`src/rtl/vdp_port_pkg.sv`:
```
package vdp_port_pkg;

  // Access code carried in the top two bits of the second control byte
  typedef enum logic [1:0] {
    ACC_VRD  = 2'd0,
    ACC_VWR  = 2'd1,
    ACC_REG  = 2'd2,
    ACC_CRAM = 2'd3
  } acc_code_e;

  // Buffer refill sequencing around the one-cycle-latency memory
  typedef enum logic [1:0] {
    PH_IDLE = 2'd0,
    PH_REQ  = 2'd1,
    PH_CAPT = 2'd2
  } fetch_ph_e;

endpackage

```
`src/rtl/vdp_regfile.sv`:
```
module vdp_regfile #(
  parameter int NUM_REGS = 16,
  parameter int DW       = 8,
  localparam int IW      = $clog2(NUM_REGS)
) (
  input  logic                   clk,
  input  logic                   rst,
  input  logic                   we,
  input  logic [IW-1:0]          widx,
  input  logic [DW-1:0]          wdata,
  output logic [NUM_REGS*DW-1:0] regs_flat
);

  for (genvar g = 0; g < NUM_REGS; g++) begin : g_reg
    logic [DW-1:0] r_q;
    always_ff @(posedge clk) begin
      if (rst)                              r_q <= '0;
      else if (we && (widx == IW'(g)))      r_q <= wdata;
    end
    assign regs_flat[g*DW +: DW] = r_q;
  end

endmodule

```
`src/rtl/vdp_status.sv`:
```
module vdp_status #(
  parameter int DW        = 8,
  parameter int FILL_BITS = 5
) (
  input  logic          clk,
  input  logic          rst,
  input  logic          clr,
  input  logic [DW-2:0] stat_set,
  input  logic          line_evt,
  input  logic          frame_evt,
  input  logic          mode4,
  output logic [DW-1:0] status_byte,
  output logic          line_pend,
  output logic          frame_pend
);

  localparam logic [DW-1:0] FILL_MASK = DW'((1 << FILL_BITS) - 1);

  logic [DW-2:0] stat_q;

  // A new event in the clearing cycle survives the clear
  always_ff @(posedge clk) begin
    if (rst) begin
      stat_q     <= '0;
      line_pend  <= 1'b0;
      frame_pend <= 1'b0;
    end else begin
      stat_q     <= (clr ? '0 : stat_q) | stat_set;
      line_pend  <= (line_pend  & ~clr) | line_evt;
      frame_pend <= (frame_pend & ~clr) | frame_evt;
    end
  end

  assign status_byte = {frame_pend, stat_q} | (mode4 ? FILL_MASK : '0);

endmodule

```
`src/rtl/vdp_cpu_port.sv`:
```
module vdp_cpu_port
  import vdp_port_pkg::*;
#(
  parameter int AW       = 14,
  parameter int DW       = 8,
  parameter int NUM_REGS = 16,
  parameter int CRAM_AW  = 5
) (
  input  logic                   clk,
  input  logic                   rst,
  input  logic                   cpu_sel_i,
  input  logic                   cpu_rd_i,
  input  logic                   cpu_wr_i,
  input  logic [DW-1:0]          cpu_wdata_i,
  output logic [DW-1:0]          cpu_rdata_o,
  output logic                   cpu_ready_o,
  output logic                   cpu_irq_o,
  output logic [AW-1:0]          vram_addr_o,
  output logic                   vram_re_o,
  output logic                   vram_we_o,
  output logic [DW-1:0]          vram_wdata_o,
  input  logic [DW-1:0]          vram_rdata_i,
  output logic                   cram_we_o,
  output logic [CRAM_AW-1:0]     cram_addr_o,
  output logic [DW-1:0]          cram_wdata_o,
  input  logic [DW-2:0]          stat_set_i,
  input  logic                   line_evt_i,
  input  logic                   frame_evt_i,
  output logic                   line_irq_en_o,
  output logic                   frame_irq_en_o,
  output logic [NUM_REGS*DW-1:0] regs_o
);

  localparam int IW           = $clog2(NUM_REGS);
  localparam int HW           = AW - DW;
  localparam int MODE4_BIT    = 2;
  localparam int LINE_EN_BIT  = 4;
  localparam int FRAME_EN_BIT = DW + 5;

  fetch_ph_e     ph_q;
  acc_code_e     code_q, new_code;
  logic [AW-1:0] addr_q, new_addr, fetch_addr;
  logic [DW-1:0] buf_q, status_byte;
  logic          pend_q, line_pend, frame_pend;
  logic          accept, dat_rd, dat_wr, ctl_rd, ctl_wr, fetch, rf_we;
  logic [NUM_REGS*DW-1:0] regs_w;

  always_comb begin
    accept     = (ph_q == PH_IDLE) && (cpu_rd_i || cpu_wr_i);
    dat_wr     = accept &&  cpu_wr_i && !cpu_sel_i;
    ctl_wr     = accept &&  cpu_wr_i &&  cpu_sel_i;
    dat_rd     = accept && !cpu_wr_i && !cpu_sel_i;
    ctl_rd     = accept && !cpu_wr_i &&  cpu_sel_i;
    new_code   = acc_code_e'(cpu_wdata_i[DW-1 -: 2]);
    new_addr   = {cpu_wdata_i[HW-1:0], addr_q[DW-1:0]};
    rf_we      = ctl_wr && pend_q && (new_code == ACC_REG);
    fetch      = dat_rd || (ctl_wr && pend_q && (new_code == ACC_VRD));
    fetch_addr = dat_rd ? addr_q : new_addr;
  end

  vdp_regfile #(.NUM_REGS(NUM_REGS), .DW(DW)) u_regs (
    .clk       (clk),
    .rst       (rst),
    .we        (rf_we),
    .widx      (cpu_wdata_i[IW-1:0]),
    .wdata     (addr_q[DW-1:0]),
    .regs_flat (regs_w)
  );

  vdp_status #(.DW(DW), .FILL_BITS(5)) u_status (
    .clk         (clk),
    .rst         (rst),
    .clr         (ctl_rd),
    .stat_set    (stat_set_i),
    .line_evt    (line_evt_i),
    .frame_evt   (frame_evt_i),
    .mode4       (regs_w[MODE4_BIT]),
    .status_byte (status_byte),
    .line_pend   (line_pend),
    .frame_pend  (frame_pend)
  );

  always_ff @(posedge clk) begin
    if (rst) begin
      ph_q         <= PH_IDLE;
      code_q       <= ACC_VRD;
      addr_q       <= '0;
      buf_q        <= '0;
      pend_q       <= 1'b0;
      cpu_rdata_o  <= '0;
      vram_addr_o  <= '0;
      vram_re_o    <= 1'b0;
      vram_we_o    <= 1'b0;
      vram_wdata_o <= '0;
      cram_we_o    <= 1'b0;
      cram_addr_o  <= '0;
      cram_wdata_o <= '0;
    end else begin
      vram_re_o <= 1'b0;
      vram_we_o <= 1'b0;
      cram_we_o <= 1'b0;

      unique case (ph_q)
        PH_REQ:  ph_q <= PH_CAPT;
        PH_CAPT: begin
          buf_q <= vram_rdata_i;
          ph_q  <= PH_IDLE;
        end
        default: ph_q <= PH_IDLE;
      endcase

      if (ctl_wr) begin
        pend_q <= ~pend_q;
        if (!pend_q) begin
          addr_q[DW-1:0] <= cpu_wdata_i;
        end else begin
          addr_q <= new_addr;
          code_q <= new_code;
        end
      end

      if (dat_wr) begin
        pend_q <= 1'b0;
        buf_q  <= cpu_wdata_i;
        addr_q <= addr_q + AW'(1);
        if (code_q == ACC_CRAM) begin
          cram_we_o    <= 1'b1;
          cram_addr_o  <= addr_q[CRAM_AW-1:0];
          cram_wdata_o <= cpu_wdata_i;
        end else begin
          vram_we_o    <= 1'b1;
          vram_addr_o  <= addr_q;
          vram_wdata_o <= cpu_wdata_i;
        end
      end

      if (dat_rd) begin
        pend_q      <= 1'b0;
        cpu_rdata_o <= buf_q;
      end

      if (ctl_rd) begin
        pend_q      <= 1'b0;
        cpu_rdata_o <= status_byte;
      end

      if (fetch) begin
        ph_q        <= PH_REQ;
        vram_re_o   <= 1'b1;
        vram_addr_o <= fetch_addr;
        addr_q      <= fetch_addr + AW'(1);
      end
    end
  end

  assign cpu_ready_o    = (ph_q == PH_IDLE);
  assign line_irq_en_o  = regs_w[LINE_EN_BIT];
  assign frame_irq_en_o = regs_w[FRAME_EN_BIT];
  assign cpu_irq_o      = (line_pend & regs_w[LINE_EN_BIT]) |
                          (frame_pend & regs_w[FRAME_EN_BIT]);
  assign regs_o         = regs_w;

endmodule

```
`config.mk`:
```
export PLATFORM = sky130hd
export DESIGN_NAME = vdp_cpu_port
export DESIGN_NICKNAME = d
export VERILOG_FILES = /design/src/rtl/vdp_port_pkg.sv /design/src/rtl/vdp_regfile.sv /design/src/rtl/vdp_status.sv /design/src/rtl/vdp_cpu_port.sv
export SDC_FILE = /design/constraint.sdc
export NUM_CORES = 1
export LEC_CHECK = 0
export BUFFER_PORTS_ARGS = -buffer_cell sky130_fd_sc_hd__buf_2
export CORE_MARGIN = 2
export CORE_UTILIZATION = 58
export DETAILED_ROUTE_END_ITERATION = 6
export PLACE_DENSITY = 0.95
export SETUP_SLACK_MARGIN = 0.3
export SYNTH_ARGS = -nofsm -noshare
export SYNTH_HDL_FRONTEND = slang
export SYNTH_HIERARCHICAL = 1
export SYNTH_SLANG_ARGS = --single-unit
```
`constraint.sdc`:
```
create_clock -name clk -period 3.3 [get_ports clk]
set_input_delay 0.66 -clock clk [delete_from_list [all_inputs] [get_ports clk]]
set_output_delay 0.66 -clock clk [all_outputs]
set_load 0.02 [all_outputs]
```
==> Flow_metrics.wiki <==
{| class="wikitable"
! Metric !! Value
|-
| Outcome || completed
|-
| Via/cell ratio || 5.65
|-
| Final sum of negative setup slack || 0 ns
|-
| Data arrival time at the worst-slack endpoint || between 2 and 3 ns
|-
| Largest cells by area after synthesis || dfxtp_1, mux2i_1, nand2b_1, nor2_1, nand2_1
|-
| Syn-to-layout area delta || 18.7%
|-
| Synthesized instance count || around 930
|-
| Internal power component || roughly 4.1 mW
|-
| Compound-gate portion of the synthesized area || 8.34%
|-
| Share of the yosys chip area belonging to registers || around 47%
|-
| Cell accounting for the most synthesized area || dfxtp_1
|-
| Share of power burned in the clock network || between 40 and 50%
|-
| Worst hold margin || around 0.39 ns
|-
| Total Nets Final || 1117
|-
| CTS Buf Count || 22
|-
| Final clock period utilization by the worst path || 73.9%
|-
| Cts hold-fix bufs || 0
|-
| Final slew viol count || 0
|-
| Util after Layout || a little over two thirds
|-
| Footprint of the multi-input gates || between 0.004 and 0.005 mm²
|-
| Number of warning messages in the yosys log || 6
|-
| Count of cell types in the netlist || between 60 and 70
|-
| H-tree depth reported by CTS || 1
|-
| Top flip-flop cell by instance count after synthesis || dfxtp_1
|-
| CP Data Required Time || about 3.6 ns
|-
| Port buffer count || 207
|-
| Antenna violations before repair || 0
|-
| Maximum number of pins on one net before global-route repair || around 160
|-
| Worst-case vdd ir drop || between 0.4 and 0.5 mV
|-
| Ports placed on the boundary || 208
|-
| Wirelength, routed || roughly 23 mm
|-
| Worst reg2reg setup slack || ~0.86 ns
|-
| Mux contribution to synthesized area || between 10% and 20%
|-
| GP Congestion || 0.914
|-
| Combinational share of power || ~7.4%
|-
| Register share of total power || 48.6%
|-
| Post-synthesis share of cell area spent on full adders, half adders and majority gates || less than 1%
|-
| Post-synthesis xor/xnor area fraction || less than 1%
|-
| Largest incremental delay on the critical path || about 0.54 ns
|-
| First drt pass iteration count || 6
|-
| Kind of capture point of the worst setup path || flip-flop
|-
| Syn nets || approximately 960
|-
| CTS tree || yes
|-
| Count of inserted antenna diode cells || 0
|-
| Area of the die || about 0.016 mm²
|-
| Top-area cell type share of the netlist area || a little under half
|-
| Number of placed instances, taps included || between 1000 and 1500
|-
| Clock period minus final worst setup slack || 2.44 ns
|-
| Average instance area after synthesis || 9.67 µm²
|-
| Critical path class || flip-flop to flip-flop
|-
| Share of cells above drive strength 1 || about a quarter
|-
| Via count of the first global-routing pass || about 7000
|-
| Final number of hold-violating endpoints || 0
|-
| Mapped Area || between 0.008 and 0.009 mm²
|-
| Maximum net fanout on the critical path || 8
|-
| Leakage Power || around 5.3 nW
|-
| Global-route wire length before repair || 36.3 mm
|-
| Min-Delay Path Class || input pin to flip-flop
|-
| Root buffer cell || clkbuf_16
|-
| Synth cell count leaders || dfxtp_1, mux2i_1, nand2b_1
|-
| Number of cell rows || 45
|-
| Final setup violating endpoints || 0
|-
| Final global-route overflow total || 0
|-
| Net switching power of the design || 1.28 mW
|-
| Worst setup skew after layout || 0.0136 ns
|-
| Post-route insts no fill || approximately 1300
|-
| Dominant combinational cell family by area after synthesis || simple AND/OR/NAND/NOR gates
|-
| First-iteration detailed-routing DRC count || 574
|-
| Slowest cell on the critical path || or3b_1
|-
| Slew at the pin with the worst max-slew slack || approximately 1.1 ns
|-
| Routed wirelength normalized by instance count || approximately 18 µm
|-
| Max Cap Viol || 0
|-
| P per Cell Area || approximately 510 mW/mm²
|-
| Filler instances || roughly 1100
|-
| Register clock-pin slew on the reported worst setup and hold paths || around 0.060 ns
|-
| Critical path cell sequence || or3b_1 -> nor2_1 -> and3b_1 -> and3b_1 -> nand3_2 -> mux2i_1
|-
| Max clock buf depth || 3
|-
| Synth async-reset ratio || 0%
|-
| Clock insertion delay at the later pin of the skew report || roughly 0.50 ns
|-
| Count of instances resized after the clock tree is built || 0
|-
| Most frequent cell on the critical path || and3b_1
|-
| Sink count of the clock tree || between 200 and 250
|-
| Sort of element at the start of the critical path || flip-flop
|-
| Simple-gate share of the synthesized area || 21.3%
|-
| Height of the die || between 100 and 150 µm
|-
| Initial core utilization || roughly three fifths
|-
| Sw frac || between 20% and 30%
|-
| Count of buffers added by post-CTS timing repair for setup || 0
|-
| Final ANT Viol Nets || 0
|-
| Most numerous cell in the Yosys netlist || dfxtp_1
|-
| Core outline area || about 0.015 mm²
|-
| Worst rel slew slack || ~27%
|-
| Post-route DRC || 0
|-
| Post-synth EDFFs || 0
|-
| Total area of sequential cells || about 0.0042 mm²
|-
| Unrepaired setup endpoints after global routing || false
|-
| Count of vias placed by the detailed router || roughly 7300
|-
| Maximum operating frequency || 410 MHz
|-
| Count of state elements after synthesis || roughly 210
|-
| Combined global-route utilization of all metal layers || a little over a quarter
|-
| Horiz. Die Dim || approximately 130 µm
|-
| Dpl hpwl || approximately 15 mm
|}
## power by group through the flow
stage                     clock, mW  combinational, mW  sequential, mW
after detailed placement          0              0.394            2.68
after global routing           2.49              0.434            2.63
after global placement            0              0.386            2.68
after floorplan                   0              0.275            2.68
after CTS                      2.39              0.397            2.63
final                          2.38              0.401            2.63
## metal layers
layer	global-route usage [%]	routed length [µm]	vias to the layer above
li1	-	-	3431
met1	33.8	9510	3460
met2	48.4	11300	324
met3	5.13	1760	57
met4	9.24	741	0
met5	0	0	-
## flip-flops by register name, summed over array words and instances (netlist names), 2 cells and up
register / flops
u_regs/g.r_q: 128
cram_wdata_o: 8
cram_addr_o: 5
code_q: 2
vram_addr_o: 14
cpu_rdata_o: 8
addr_q: 14
u_status/stat_q: 7
buf_q: 8
vram_wdata_o: 8
## area by class of cell
type / instances / share of cell area [%]
clock buffers: 34 / 6.38
clock inverters: 3 / 0.177
inverters: 11 / 0.389
multi-input cells: 624 / 40.7
flip-flops and latches: 209 / 39.4
well taps: 188 / 2.22
repair buffers: 218 / 10.7
## per-stage QoR
step	area [µm²]	worst slack (ns)	total power [mW]
after floorplan	8940	0.995	2.96
after global placement	9920	0.532	3.06
after detailed placement	9920	0.425	3.07
after CTS	10600	0.856	5.41
after global routing	10600	0.669	5.55
final	10600	0.860	5.40
## placed cells by master, fill, tap and decap left out, types with 5 or more instances in the layout
master and n:
nand3_1 7, nor3_1 9, o21ai_0 11, o21ai_1 5, or2_2 5, clkbuf_16 23, clkbuf_1 5, a21oi_1 42
nand2b_1 149, nand2_1 61, mux2i_1 160, a31oi_1 5, buf_4 11, buf_2 206, xnor2_1 5, a22oi_1 10
inv_1 11, nor2_1 65, dfxtp_1 209, a211oi_1 19, clkbuf_8 6, nand2_2 11
## logic make-up (layout without fill, tap and decap cells)
logic type	count (synthesis)	in the layout
multiplexers	161	161
AND/OR/NAND/NOR	341	341
flip-flops	209	209
AO/OA/AOI/OAI	116	116
buffers and inverters	92	266
adder cells (fa/ha/maj)	1	1
XOR/XNOR	5	5
## worst paths after layout
path              cells after the start                                   to                   startpoint
setup / recovery                      6  u_regs/g_reg[7].r_q[2]$_SDFFE_PP0P_           ph_q[1]$_SDFF_PP0_
hold / removal                        3        u_status/stat_q[0]$_SDFF_PP0_                stat_set_i[0]
setup reg to reg                      6  u_regs/g_reg[7].r_q[2]$_SDFFE_PP0P_           ph_q[1]$_SDFF_PP0_
hold reg to reg                       2          vram_addr_o[2]$_SDFFE_PP0P_  vram_addr_o[2]$_SDFFE_PP0P_
## critical path: cells and delay by family, from the launching register on
| family | cells | cell delay (ns) |
|---|---|---|
| flip-flops | 1 | 0.38 |
| multiplexers | 1 | 0.21 |
| AND/OR/NAND/NOR | 5 | 1.67 |
(Power assumes the default switching activity.)
